===== config.mk =====
export PLATFORM = sky130hd
export DESIGN_NAME = hzd_ctrl
export DESIGN_NICKNAME = d
export VERILOG_FILES = /design/src/rtl/hzd_pkg.sv /design/src/rtl/hzd_load_use.sv /design/src/rtl/hzd_branch_resolve.sv /design/src/rtl/hzd_ctrl.sv
export SDC_FILE = /design/constraint.sdc
export NUM_CORES = 1
export LEC_CHECK = 0
export CORE_AREA = 2 2 39 41
export DETAILED_ROUTE_END_ITERATION = 16
export DIE_AREA = 0 0 41 43
export PLACE_DENSITY = 0.51
export SYNTH_ARGS = -nofsm -noshare
export SYNTH_HDL_FRONTEND = slang
export SYNTH_HIERARCHICAL = 1
export SYNTH_SLANG_ARGS = --single-unit

===== constraint.sdc =====
create_clock -name vclk -period 1.79
set_clock_uncertainty 0.15 [all_clocks]
set_input_delay 0.358 -clock vclk [all_inputs]
set_output_delay 0.358 -clock vclk [all_outputs]
set_load 0.05 [all_outputs]

===== src/rtl/hzd_pkg.sv =====
package hzd_pkg;
   localparam int DEF_REG_W = 5;

   typedef struct packed {
      logic pc_we;
      logic ifid_we;
      logic bubble;
   } stall_ctl_t;

   typedef struct packed {
      logic flush;
      logic redirect;
   } redir_ctl_t;
endpackage


===== src/rtl/hzd_load_use.sv =====
module hzd_load_use #(
   parameter int REG_W = hzd_pkg::DEF_REG_W
) (
   input  logic             ex_is_load,
   input  logic [REG_W-1:0] ex_rt,
   input  logic [REG_W-1:0] id_rs,
   input  logic [REG_W-1:0] id_rt,
   output logic             stall
);
   initial begin
      if (REG_W < 1 || REG_W > 8) $error("hzd_load_use: REG_W out of range");
   end

   logic hit_rs, hit_rt;
   always_comb begin
      hit_rs = (ex_rt == id_rs);
      hit_rt = (ex_rt == id_rt);
      stall  = ex_is_load && (hit_rs || hit_rt);
   end
endmodule


===== src/rtl/hzd_branch_resolve.sv =====
module hzd_branch_resolve #(
   parameter bit BRANCH_NE_EN = 1'b1
) (
   input  logic id_is_branch,
   input  logic id_br_ne,
   input  logic id_is_jump,
   input  logic id_ops_equal,
   input  logic hold,
   output hzd_pkg::redir_ctl_t ctl
);
   logic cond_met;

   generate
      if (BRANCH_NE_EN) begin : g_two_sense
         assign cond_met = id_br_ne ? !id_ops_equal : id_ops_equal;
      end else begin : g_eq_only
         logic unused_ne;
         assign unused_ne = id_br_ne;
         assign cond_met  = id_ops_equal;
      end
   endgenerate

   logic change_flow;
   always_comb begin
      change_flow  = (id_is_branch && cond_met) || id_is_jump;
      ctl.redirect = change_flow && !hold;
      ctl.flush    = change_flow && !hold;
   end
endmodule


===== src/rtl/hzd_ctrl.sv =====
module hzd_ctrl #(
   parameter int REG_W        = hzd_pkg::DEF_REG_W,
   parameter bit BRANCH_NE_EN = 1'b1
) (
   input  logic             clk,
   input  logic             rst_n,
   input  logic             ex_is_load,
   input  logic [REG_W-1:0] ex_rt,
   input  logic [REG_W-1:0] id_rs,
   input  logic [REG_W-1:0] id_rt,
   input  logic             id_is_branch,
   input  logic             id_br_ne,
   input  logic             id_is_jump,
   input  logic             id_ops_equal,
   output logic             pc_we,
   output logic             ifid_we,
   output logic             idex_bubble,
   output logic             if_flush,
   output logic             pc_redirect
);
   import hzd_pkg::*;

   logic       stall;
   stall_ctl_t sctl;
   redir_ctl_t rctl;

   hzd_load_use #(.REG_W(REG_W)) u_lu (
      .ex_is_load(ex_is_load), .ex_rt(ex_rt),
      .id_rs(id_rs), .id_rt(id_rt), .stall(stall)
   );

   hzd_branch_resolve #(.BRANCH_NE_EN(BRANCH_NE_EN)) u_br (
      .id_is_branch(id_is_branch), .id_br_ne(id_br_ne),
      .id_is_jump(id_is_jump), .id_ops_equal(id_ops_equal),
      .hold(stall), .ctl(rctl)
   );

   always_comb begin
      sctl.pc_we   = !stall;
      sctl.ifid_we = !stall;
      sctl.bubble  = stall;
   end

   assign pc_we       = sctl.pc_we;
   assign ifid_we     = sctl.ifid_we;
   assign idex_bubble = sctl.bubble;
   assign if_flush    = rctl.flush;
   assign pc_redirect = rctl.redirect;

   // Assumed input discipline: branch and jump never coincide.
   p_excl_flags_r6: assert property (@(posedge clk) disable iff (!rst_n)
      !(id_is_branch && id_is_jump));

   p_dep_stalls_r1: assert property (@(posedge clk) disable iff (!rst_n)
      (ex_is_load && (ex_rt == id_rs || ex_rt == id_rt)) |-> idex_bubble);

   p_hold_same_cycle_r2: assert property (@(posedge clk) disable iff (!rst_n)
      idex_bubble |-> (!pc_we && !ifid_we));

   p_free_flow_r3: assert property (@(posedge clk) disable iff (!rst_n)
      !ex_is_load |-> (pc_we && ifid_we && !idex_bubble));

   p_jump_flush_r6: assert property (@(posedge clk) disable iff (!rst_n)
      (id_is_jump && !idex_bubble) |-> (if_flush && pc_redirect));

   p_stall_wins_r7: assert property (@(posedge clk) disable iff (!rst_n)
      idex_bubble |-> (!if_flush && !pc_redirect));

   p_untaken_quiet_r5: assert property (@(posedge clk) disable iff (!rst_n)
      (!id_is_jump && !id_is_branch) |-> !if_flush);
endmodule


# Word level (Yosys, flattened, before mapping)
# Cells that the tools add are included.
# Widths: inputs -> output; s select.
[word_totals]
input_bits = 22
register_bits = 0
[op_classes]
n_mux = 1
n_eq_ne = 2
reduce_logical = 7
[op_table]
columns = ["op", "n"]
rows = [
  ["$eq 5x5->1", 2],
  ["$logic_and 1x1->1", 3],
  ["$logic_not 1->1", 2],
  ["$logic_or 1x1->1", 2],
  ["$mux 1", 1],
]

# Logic depth before layout (Yosys ltp)
# Gate-level depths: netlist of the first run.
[logic_depth]
ltp_word = 5
depth_mapped = 6
ltp_nobuf = 5

# Hierarchy
# Netlist of the first run, hierarchy kept.
[by_module_without_submodules]
columns = ["module", "area_each_um2", "n_inst", "cells_per_inst", "seq_area_each_um2"]
rows = [
  ["hzd_load_use", 113.9, 1, 15, 0.0],
  ["hzd_branch_resolve", 32.5, 1, 5, 0.0],
  ["hzd_ctrl", 11.3, 1, 2, 0.0],
]

# Least setup slack after synthesis of the first run
# No wires, ideal clock.
[synth_path]
path_type = "input to output"
startpoint = "input port ex_rt[2]"
endpoint = "output port if_flush"
path_slack_ns = -1.168
cell_stages = 5
required_time_ns = 1.282
arrival_ns = 2.450
path_buffers = 1
cell_sequence = "xnor2_1 nand4_1 o22ai_1 o22ai_1 buf_4"
[synth_via]
elab_chain_len = 5
[synth_rtl]
columns = ["item", "line_no", "text"]
rows = [
  ["from (decl)", "hzd_ctrl.sv:8", "input logic [REG_W-1:0] ex_rt,"],
  ["$eq 5x5->1 (on tied branches)", "hzd_load_use.sv:16, hzd_load_use.sv:17", ""],
  ["$logic_or 1x1->1 (*)", "hzd_load_use.sv:18", "stall = ex_is_load && (hit_rs || hit_rt);"],
  ["$logic_and 1x1->1 (*)", "hzd_load_use.sv:18", ""],
  ["named net idex_bubble", "hzd_ctrl.sv:17", "output logic idex_bubble,"],
  ["$logic_not 1->1 (*)", "-", ""],
  ["$logic_and 1x1->1 (*)", "-", ""],
  ["to (decl)", "hzd_ctrl.sv:18", "output logic if_flush,"],
]
# Mark *: on every way through the listed nets, which the timed path passes. The rest lies on a longest branch.

# Worst setup path after layout of the first run
[layout_path]
startpoint = "input port id_rt[0]"
endpoint = "output port if_flush"
[layout_via]
elab_chain_len = 5
[layout_rtl]
columns = ["item", "line_no", "text"]
rows = [
  ["from (decl)", "hzd_ctrl.sv:10", "input logic [REG_W-1:0] id_rt,"],
  ["$eq 5x5->1", "hzd_load_use.sv:17", "hit_rt = (ex_rt == id_rt);"],
  ["$logic_or 1x1->1", "hzd_load_use.sv:18", ""],
  ["$logic_and 1x1->1", "hzd_load_use.sv:18", ""],
  ["$logic_not 1->1", "hzd_branch_resolve.sv:27", "ctl.flush = change_flow && !hold;"],
  ["$logic_and 1x1->1", "hzd_branch_resolve.sv:27", ""],
]
# No other way between the ends.

==> results.md, run 1 <==
- Avg Vias per Cell: 3.887
- Failing checks: negative setup slack
- Final Cell Area: around 530 um2
- DP Area: 500.5 um2
- Post-Synth Simple-Gate Area: 16.67%
- First-iteration detailed-routing DRC count: 0
- Max stage delay cell, worst path: clkdlybuf4s15_1
- Max rail drop VDD: 0.1026 mV
- Total track usage: slightly below 7%
- Gp weighted congestion: 0.6128
- Max Cap Violations: 0
- Multi-input gate area: 240.2 um2
- Setup-failing EPs final: 2
- Status: finished with violations
- Layout cells sized above 1: 73.91%
- Worst slew margin: 82.49%
- Filler cells: ~140
- Sequential power share: 0%
- Mapped Avg Cell Area: between 7 and 8 um2
- Pins Over Slew Limit: 0
- Final Hold Fails: 0
- RSZ-0062 raised after global routing: true
- Most frequent cells in the layout: buf_6, xnor2_2, buf_2, clkdlybuf4s50_1
- Setup crit start: id_rt[0]
- First-pass GRT wire length: 910 um
- Sequential cell count: 0
- Initial core utilization: 11.39%
- Yosys warns: 6
- HP Class: input pin to output pin
- Hold Buf Count CTS: 0
- Static Leakage: 0.2330 nW
- ANT cells: 0
- Fin crit share: 102.8%
- Sw power: about 0.065 mW
- Cells after synthesis: 22
- Die footprint: between 1500 and 2000 um2
- Final Power: 0.1518 mW
- Die width: 41 um
- Comb power frac: 100.0%
- WS Path Type: input pin to output pin
- Min Hold Slack: 1.145 ns
- DP Worst Slack: -0.5589 ns
- Net count after synthesis: 44
- Hold Path Depth: 6
- Final net count: 70
- Adder-cell share of the synthesized area: 0%
- Worst Setup Start Kind: input pin
- Final Routed Wirelength: about 500 um
- Die height: 43 um
- Number of global-route vias before repair: 219
- PD cells: a little under 300 nW/um2
- Pin count of the biggest net entering global routing: 4
- Site row count: 14
- Largest family of logic cells by synthesized area: XOR/XNOR gates
- Seq/Total Area, Yosys: 0%
- Actual slew at the worst max-slew pin: 0.2608 ns
- Grt ovf: 0
- Crit-path max cell delay: 0.18 ns
- DRT antenna net count: 0
- Switch share: 42.96%
- Clock buf count: 0
- WP data required: 1.28 ns
- Core footprint: 1384 um2
- Post-synthesis cell type count: 7
- Commonest non-fill, non-tap cell in the layout: buf_6
- Drt wl/cell: 8.177 um
- Buffers added on ports: 25
- CP arrival: 1.33 ns
- Fraction of synthesized area in multiplexers: 0%
- DR vias: 241
- HPWL after DPL: 504 um
- Hold_sp: ex_rt[4]
- Post-synthesis compound-gate area fraction: 7.937%
- Worst setup EP type: output pin
- Mapped cell area: ~160 um2
- Slack of the critical path: -0.05019 ns
- XOR/XNOR Fraction of Synth Area: 61.11%
- DRT Pass-1 Iters: 1
- # IOs: 27
- P_int: 0.08656 mW
- Clock power share: 0%
- Initial antenna violation count: 0
- Fmax: about 540 MHz
- CP Cell Sequence: clkdlybuf4s15_1 > xnor2_1 > nand2_1 > o22ai_4 > buf_6 > o22ai_4 > buf_6
- DRC Markers: 0
- Register Area: 0 um2
- Min Clock Period, post-route: between 1.5 and 2 ns
- Area grow syn2layout: 234.1%
- Critical-path maximum fanout: 3
[synthesized netlist by cell type]
master / number / area share [%]
inv_1: 2 / 4.8
nand2_1: 2 / 4.8
nand2b_1: 1 / 4.0
xnor2_1: 11 / 61
buf_4: 2 / 9.5
o22ai_1: 2 / 7.9
nand4_1: 2 / 7.9
[layer usage]
| layer | wire length [um] | part of all wire [%] | track usage (%) | vias to the layer above |
|---|---|---|---|---|
| met5 | 0 | 0 | 0 | - |
| li1 | - | - | - | 118 |
| met3 | 73 | 14 | 0.5236 | 0 |
| met4 | 0 | 0 | 0 | 0 |
| met1 | 144 | 28 | 8.333 | 110 |
| met2 | 288 | 57 | 12.81 | 13 |
[area by class of cell]
class | instances | area share (%)
repair buffers | 26 | 49.17
well taps | 16 | 3.800
multi-input cells | 18 | 45.61
inverters | 2 | 1.425
[worst paths after layout]
kind	endpoint	slack, ns
max	if_flush	-0.05
min	idex_bubble	1.14
[critical path, delay by kind of cell]
| family | cells | cell delay (ns) |
|---|---|---|
| and+or+nand+nor | 1 | 0.10 |
| xor gates and xnor gates | 1 | 0.12 |
| buffers and inverters | 3 | 0.50 |
| AOI/OAI and AO/OA | 2 | 0.25 |
[kinds of logic (layout without fill, tap and decap cells)]
kind of cell    Yosys count  count (layout)
simple gates              5               5
buf+inv                   4              28
compound gates            2               2
xor+xnor                 11              11
[power by group through the flow]
stage | Combinational (mW) | Sequential [mW] | Clock (mW)
after floorplan | 0.0781 | 0 | 0
after global placement | 0.146 | 0 | 0
after detailed placement | 0.146 | 0 | 0
after CTS | 0.149 | 0 | 0
after global routing | 0.162 | 0 | 0
final | 0.152 | 0 | 0
[metrics by stage]
stage / TNS, ns / util, % / instances
4_1_cts: -0.3280 / 36.53 / 62
3_3_place_gp: -2.488 / 36.17 / 62
3_5_place_dp: -2.598 / 36.17 / 62
2_1_floorplan: -1.103 / - / 22
6_report: -0.1001 / 38.07 / 62
5_1_grt: -0.3759 / 38.07 / 62
[repair_timing]
item / 4_1_cts / 5_1_grt
pin swaps: 15 / 14
endpoints found under the setup margin: 5 / 5
resized for setup: 72 / 10
buffers inserted: 0 / 0
(Power assumes the default switching activity.)
==> run 2: changes to the inputs <==
Settings changed: GPL_TIMING_DRIVEN set to 0, TNS_END_PERCENT set to 5.
==> run 2 against run 1 <==
Compared with the run above:
- the run still ends with negative setup slack left
- die area unchanged
- cell area decreased by 4.0%
- critical path depth up 1
- hold slack better by 0.0015 ns
- count of clock-buffer cells in the layout unchanged
- sequential share of layout area is the same
- utilization fell by 1.5 points
- cell count rose by 4.8%
==> results.md, run 2 (same netlist as run 1, synthesis figures left out) <==
- Min Clock Period, post-route: 1.939 ns (+0.09835 ns)
- Sequential power share: 0% (unchanged)
- Hold_sp: ex_rt[0]
- Static Leakage: 0.2230 nW (-4.3%)
- Die height: 43 um (unchanged)
- Commonest non-fill, non-tap cell in the layout: buf_6
- Clock buf count: 0 (unchanged)
- Worst slew margin: 82.26% (-0.23 points)
- Max rail drop VDD: 0.07411 mV (-28%)
- Final net count: 73 (+4.3%)
- Pins Over Slew Limit: 0 (unchanged)
- DR vias: 242 (+0.41%)
- Sequential cell count: 0 (unchanged)
- Clock power share: 0% (unchanged)
- Setup crit start: id_rt[2]
- Max Cap Violations: 0 (unchanged)
- Layout cells sized above 1: 67.35% (-6.6 points)
- Worst setup EP type: output pin
- Slack of the critical path: -0.1485 ns (-0.09835 ns)
- DRT antenna net count: 0 (unchanged)
- DRC Markers: 0 (unchanged)
- Hold Buf Count CTS: 0 (unchanged)
- First-pass GRT wire length: 876 um (-3.7%)
- Buffers added on ports: 25 (unchanged)
- First-iteration detailed-routing DRC count: 0 (unchanged)
- WS Path Type: input pin to output pin
- Fin crit share: 108.3% (+5.5 points)
- Most frequent cells in the layout: buf_6, buf_2, xnor2_2, xnor2_1, clkdlybuf4s50_1
- Area grow syn2layout: 220.6%
- Failing checks: negative setup slack
- Min Hold Slack: 1.146 ns (+0.001550 ns)
- DRT Pass-1 Iters: 1 (unchanged)
- PD cells: 291.4 nW/um2 (+1.1%)
- Worst setup endpoint: if_flush
- Initial antenna violation count: 0 (unchanged)
- Number of global-route vias before repair: 233 (+6.4%)
- WP data required: 1.28 ns (about the same)
- Sw power: 0.06346 mW (-2.7%)
- Actual slew at the worst max-slew pin: 0.2642 ns (+0.003386 ns)
- Fmax: 515.9 MHz (-5.1%)
- Register Area: 0 um2 (unchanged)
- Util after Layout: 36.53% (-1.5 points)
- Avg Vias per Cell: 3.723 (-4.2%)
- Switch share: 43.09% (+0.12 points)
- HP Class: input pin to output pin
- RSZ-0062 raised after global routing: true
- DP Area: 447.9 um2 (-10%)
- CP arrival: 1.43 ns (+0.10 ns)
- Grt ovf: 0 (unchanged)
- # IOs: 27 (unchanged)
- Die footprint: 1763 um2 (unchanged)
- Gp weighted congestion: 0.5688 (-7.2%)
- Critical-path maximum fanout: 3 (unchanged)
- Total track usage: 6.500% (-0.32 points)
- Initial core utilization: 11.39% (unchanged)
- Pin count of the biggest net entering global routing: 5 (+1)
- DP Worst Slack: -1.151 ns (-0.5926 ns)
- Worst Setup Start Kind: input pin
- Final Cell Area: 505.5 um2 (-4.0%)
- Setup-failing EPs final: 4 (+2)
- P_int: 0.08383 mW (-3.2%)
- Comb power frac: 100.0% (about the same)
- Die width: 41 um (unchanged)
- Final Routed Wirelength: 487 um (-3.9%)
- Final Hold Fails: 0 (unchanged)
- ANT cells: 0 (unchanged)
- Drt wl/cell: 7.492 um (-8.4%)
- Core footprint: 1384 um2 (unchanged)
- Site row count: 14 (unchanged)
- Status: finished with violations
-- run 2: power by group through the flow --
stage	Sequential (mW)	Combinational, mW	Clock (mW)
after floorplan	0	0.0642	0
after global placement	0	0.129	0
after detailed placement	0	0.129	0
after CTS	0	0.136	0
after global routing	0	0.157	0
final	0	0.147	0
-- run 2: timing repair --
action / CTS / global route
buffers inserted: 0 / 2
endpoints found under the setup margin: 5 / 5
resized for setup: 92 / 13
pin swaps: 14 / 8
-- run 2: critical path, cell delays in order --
cell and delay [ns]:
buf_2 0.10, xnor2_1 0.15, nand4_1 0.17, o22ai_4 0.17, nand2b_4 0.16, o22ai_4 0.06
buf_6 0.13, buf_8 0.14
-- run 2: layer usage --
metal  global-route usage (%)  vias to the layer above  share of wire, %
li1                         -                      125                 -
met1                    10.48                      103                39
met2                    10.00                       14                50
met3                        0                        0                11
met4                        0                        0                 0
met5                        0                        -                 0
-- run 2: per-stage QoR --
stage,TNS (ns),std cells,total power [mW]
finish,-0.4186,65,0.1473
detailed placement,-5.029,63,0.1292
global placement,-5.034,63,0.1287
CTS,-0.7261,63,0.1364
global route,-0.6964,65,0.1568
floorplan,-1.083,22,0.06415
-- run 2: how the worst min path moves through the flow --
stage,to,slack (ns),cells past startpoint
after CTS,idex_bubble,1.10,5
after floorplan,idex_bubble,0.79,2
after detailed placement,pc_redirect,1.81,4
after global routing,idex_bubble,1.19,6
after global placement,pc_redirect,1.81,4
final,idex_bubble,1.15,6
-- run 2: layout make-up --
class,count,area (um2)
multi-input cells,18,217.7
fillers,148,878.3
well taps,16,20.02
repair buffers,27,241.5
plain buffers,2,18.77
inverters,2,7.507
==> run 3: changes to the inputs <==
Clock period 1.79 ns to 2.05 ns, I/O delays scaled along.
==> run 3 against run 2 <==
Compared with the run above:
- the flow still finishes with violations (negative setup slack)
- count of clock-buffer cells in the layout did not move
- die area unchanged
- flip-flop and latch count is the same
- combinational power shrank 20%
- cell count decreased by 1.5%
- worst setup slack improved by 0.11 ns
- total power fell by 20%
- critical path depth did not move
- critical path type unchanged
- critical endpoint unchanged
==> results.md, run 3 (same netlist as run 1, synthesis figures left out) <==
- Status: finished with violations
- Failing checks: negative setup slack
- DRT Pass-1 Iters: 1 (unchanged)
- Sequential cell count: 0 (unchanged)
- Die width: 41 um (unchanged)
- Avg Vias per Cell: 3.703 (-0.54%)
- Hold_sp: ex_rt[0]
- Die footprint: 1763 um2 (unchanged)
- Grt ovf: 0 (unchanged)
- Initial antenna violation count: 0 (unchanged)
- PD cells: 252.4 nW/um2 (-13%)
- DR vias: 237 (-2.1%)
- WP data required: 1.49 ns (+0.21 ns)
- Fin crit share: 102.1%
- Die height: 43 um (unchanged)
- Final Routed Wirelength: 484 um (-0.62%)
- DP Area: 447.9 um2 (unchanged)
- Hold Buf Count CTS: 0 (unchanged)
- First-iteration detailed-routing DRC count: 0 (unchanged)
- Core footprint: 1384 um2 (unchanged)
- Layout cells sized above 1: 64.58% (-2.8 points)
- Worst Setup Start Kind: input pin
- Commonest non-fill, non-tap cell in the layout: buf_2
- Drt wl/cell: 7.563 um (+0.94%)
- Worst setup EP type: output pin
- Max rail drop VDD: 0.06289 mV (-15%)
- First-pass GRT wire length: 876 um (unchanged)
- WS Path Type: input pin to output pin
- Area grow syn2layout: 197.6%
- Slack of the critical path: -0.04282 ns (+0.1057 ns)
- Clock buf count: 0 (unchanged)
- # IOs: 27 (unchanged)
- ANT cells: 0 (unchanged)
- Most frequent cells in the layout: buf_2, xnor2_2, buf_6, xnor2_1, clkdlybuf4s50_1
- Register Area: 0 um2 (unchanged)
- Setup-failing EPs final: 2 (-2)
- Total track usage: 6.500% (unchanged)
- Fmax: 477.8 MHz
- Final net count: 72 (-1.4%)
- CP arrival: 1.53 ns (+0.10 ns)
- Worst slew margin: 81.71% (-0.55 points)
- Static Leakage: 0.2131 nW (-4.4%)
- RSZ-0062 raised after global routing: true
- Worst Hold End: idex_bubble
- Actual slew at the worst max-slew pin: 0.2755 ns (+0.01129 ns)
- Hold Path Depth: 5 (-1)
- HP Class: input pin to output pin
- Critical-path maximum fanout: 4 (+1)
- Pins Over Slew Limit: 0 (unchanged)
- Max Cap Violations: 0 (unchanged)
- Min Clock Period, post-route: 2.093 ns
- DRT antenna net count: 0 (unchanged)
- Initial core utilization: 11.39% (unchanged)
- DRC Markers: 0 (unchanged)
- Buffers added on ports: 25 (unchanged)
- Pin count of the biggest net entering global routing: 5 (unchanged)
- Number of global-route vias before repair: 233 (unchanged)
- Site row count: 14 (unchanged)
- Gp weighted congestion: 0.5688 (unchanged)
- Util after Layout: 33.91% (-2.6 points)
- Final Cell Area: 469.2 um2 (-7.2%)
- Final Hold Fails: 0 (unchanged)
==> run 3: cell types whose count changed in the layout (fill, tap and decap cells not counted), sizes merged <==
cell         previous run  this run
buf                    21        20
clkbuf                  2         1
dlygate4sd2             1         2
==> run 3: per-stage QoR <==
stage / power (mW) / setup TNS [ns] / instances / hold slack [ns] / setup slack, ns
4_1_cts: 0.1186 / -0.1655 / 63 / 1.328 / -0.07899
3_5_place_dp: 0.1128 / -4.249 / 63 / 1.914 / -0.9954
2_1_floorplan: 0.05601 / -0.5283 / 22 / 0.8989 / -0.2793
3_3_place_gp: 0.1124 / -4.254 / 63 / 1.909 / -0.9959
5_1_grt: 0.1266 / -0.1980 / 64 / 1.234 / -0.1158
6_report: 0.1184 / -0.05890 / 64 / 1.193 / -0.04282
==> run 3: critical path, cell delays in order <==
cell             delay [ns]
clkdlybuf4s15_1        0.19
xnor2_2                0.15
nand2_2                0.08
o22ai_4                0.20
nand2b_4               0.16
o22ai_2                0.06
buf_4                  0.14
buf_8                  0.14
==> run 3: where the power goes <==
group / switching (mW) / internal (mW)
sequential: 0 / 0
clock: 0 / 0
combinational: 0.0527 / 0.0657
total: 0.0527 / 0.0657
==> run 3: layout make-up <==
cell class | instances | area [um2]
fillers | 152 | 914.6
repair buffers | 26 | 216.5
multi-input cells | 18 | 210.2
well taps | 16 | 20.02
plain buffers | 2 | 15.01
inverters | 2 | 7.507
==> run 3: worst max-delay path by stage <==
stage	start	to	slack (ns)	depth (start not counted)
2_1_floorplan	id_rt[3]	if_flush	-0.28	6
3_3_place_gp	ex_rt[2]	if_flush	-1.0	8
3_5_place_dp	ex_rt[0]	if_flush	-1.0	8
4_1_cts	ex_rt[2]	if_flush	-0.08	8
5_1_grt	id_rs[4]	if_flush	-0.12	8
6_report	id_rs[4]	if_flush	-0.04	8
==> run 3: timing repair <==
item	4_1_cts	5_1_grt
endpoints found under the setup margin	5	5
pin swaps	14	1
buffers inserted	0	1
resized for setup	88	6
==> run 3: metal layers <==
| metal | GRT usage [%] | wire length, um | vias up |
|---|---|---|---|
| met5 | 0 | 0 | - |
| met4 | 0 | 0 | 0 |
| met3 | 0 | 55 | 0 |
| met2 | 10.00 | 233 | 14 |
| met1 | 10.48 | 195 | 101 |
| li1 | - | - | 122 |
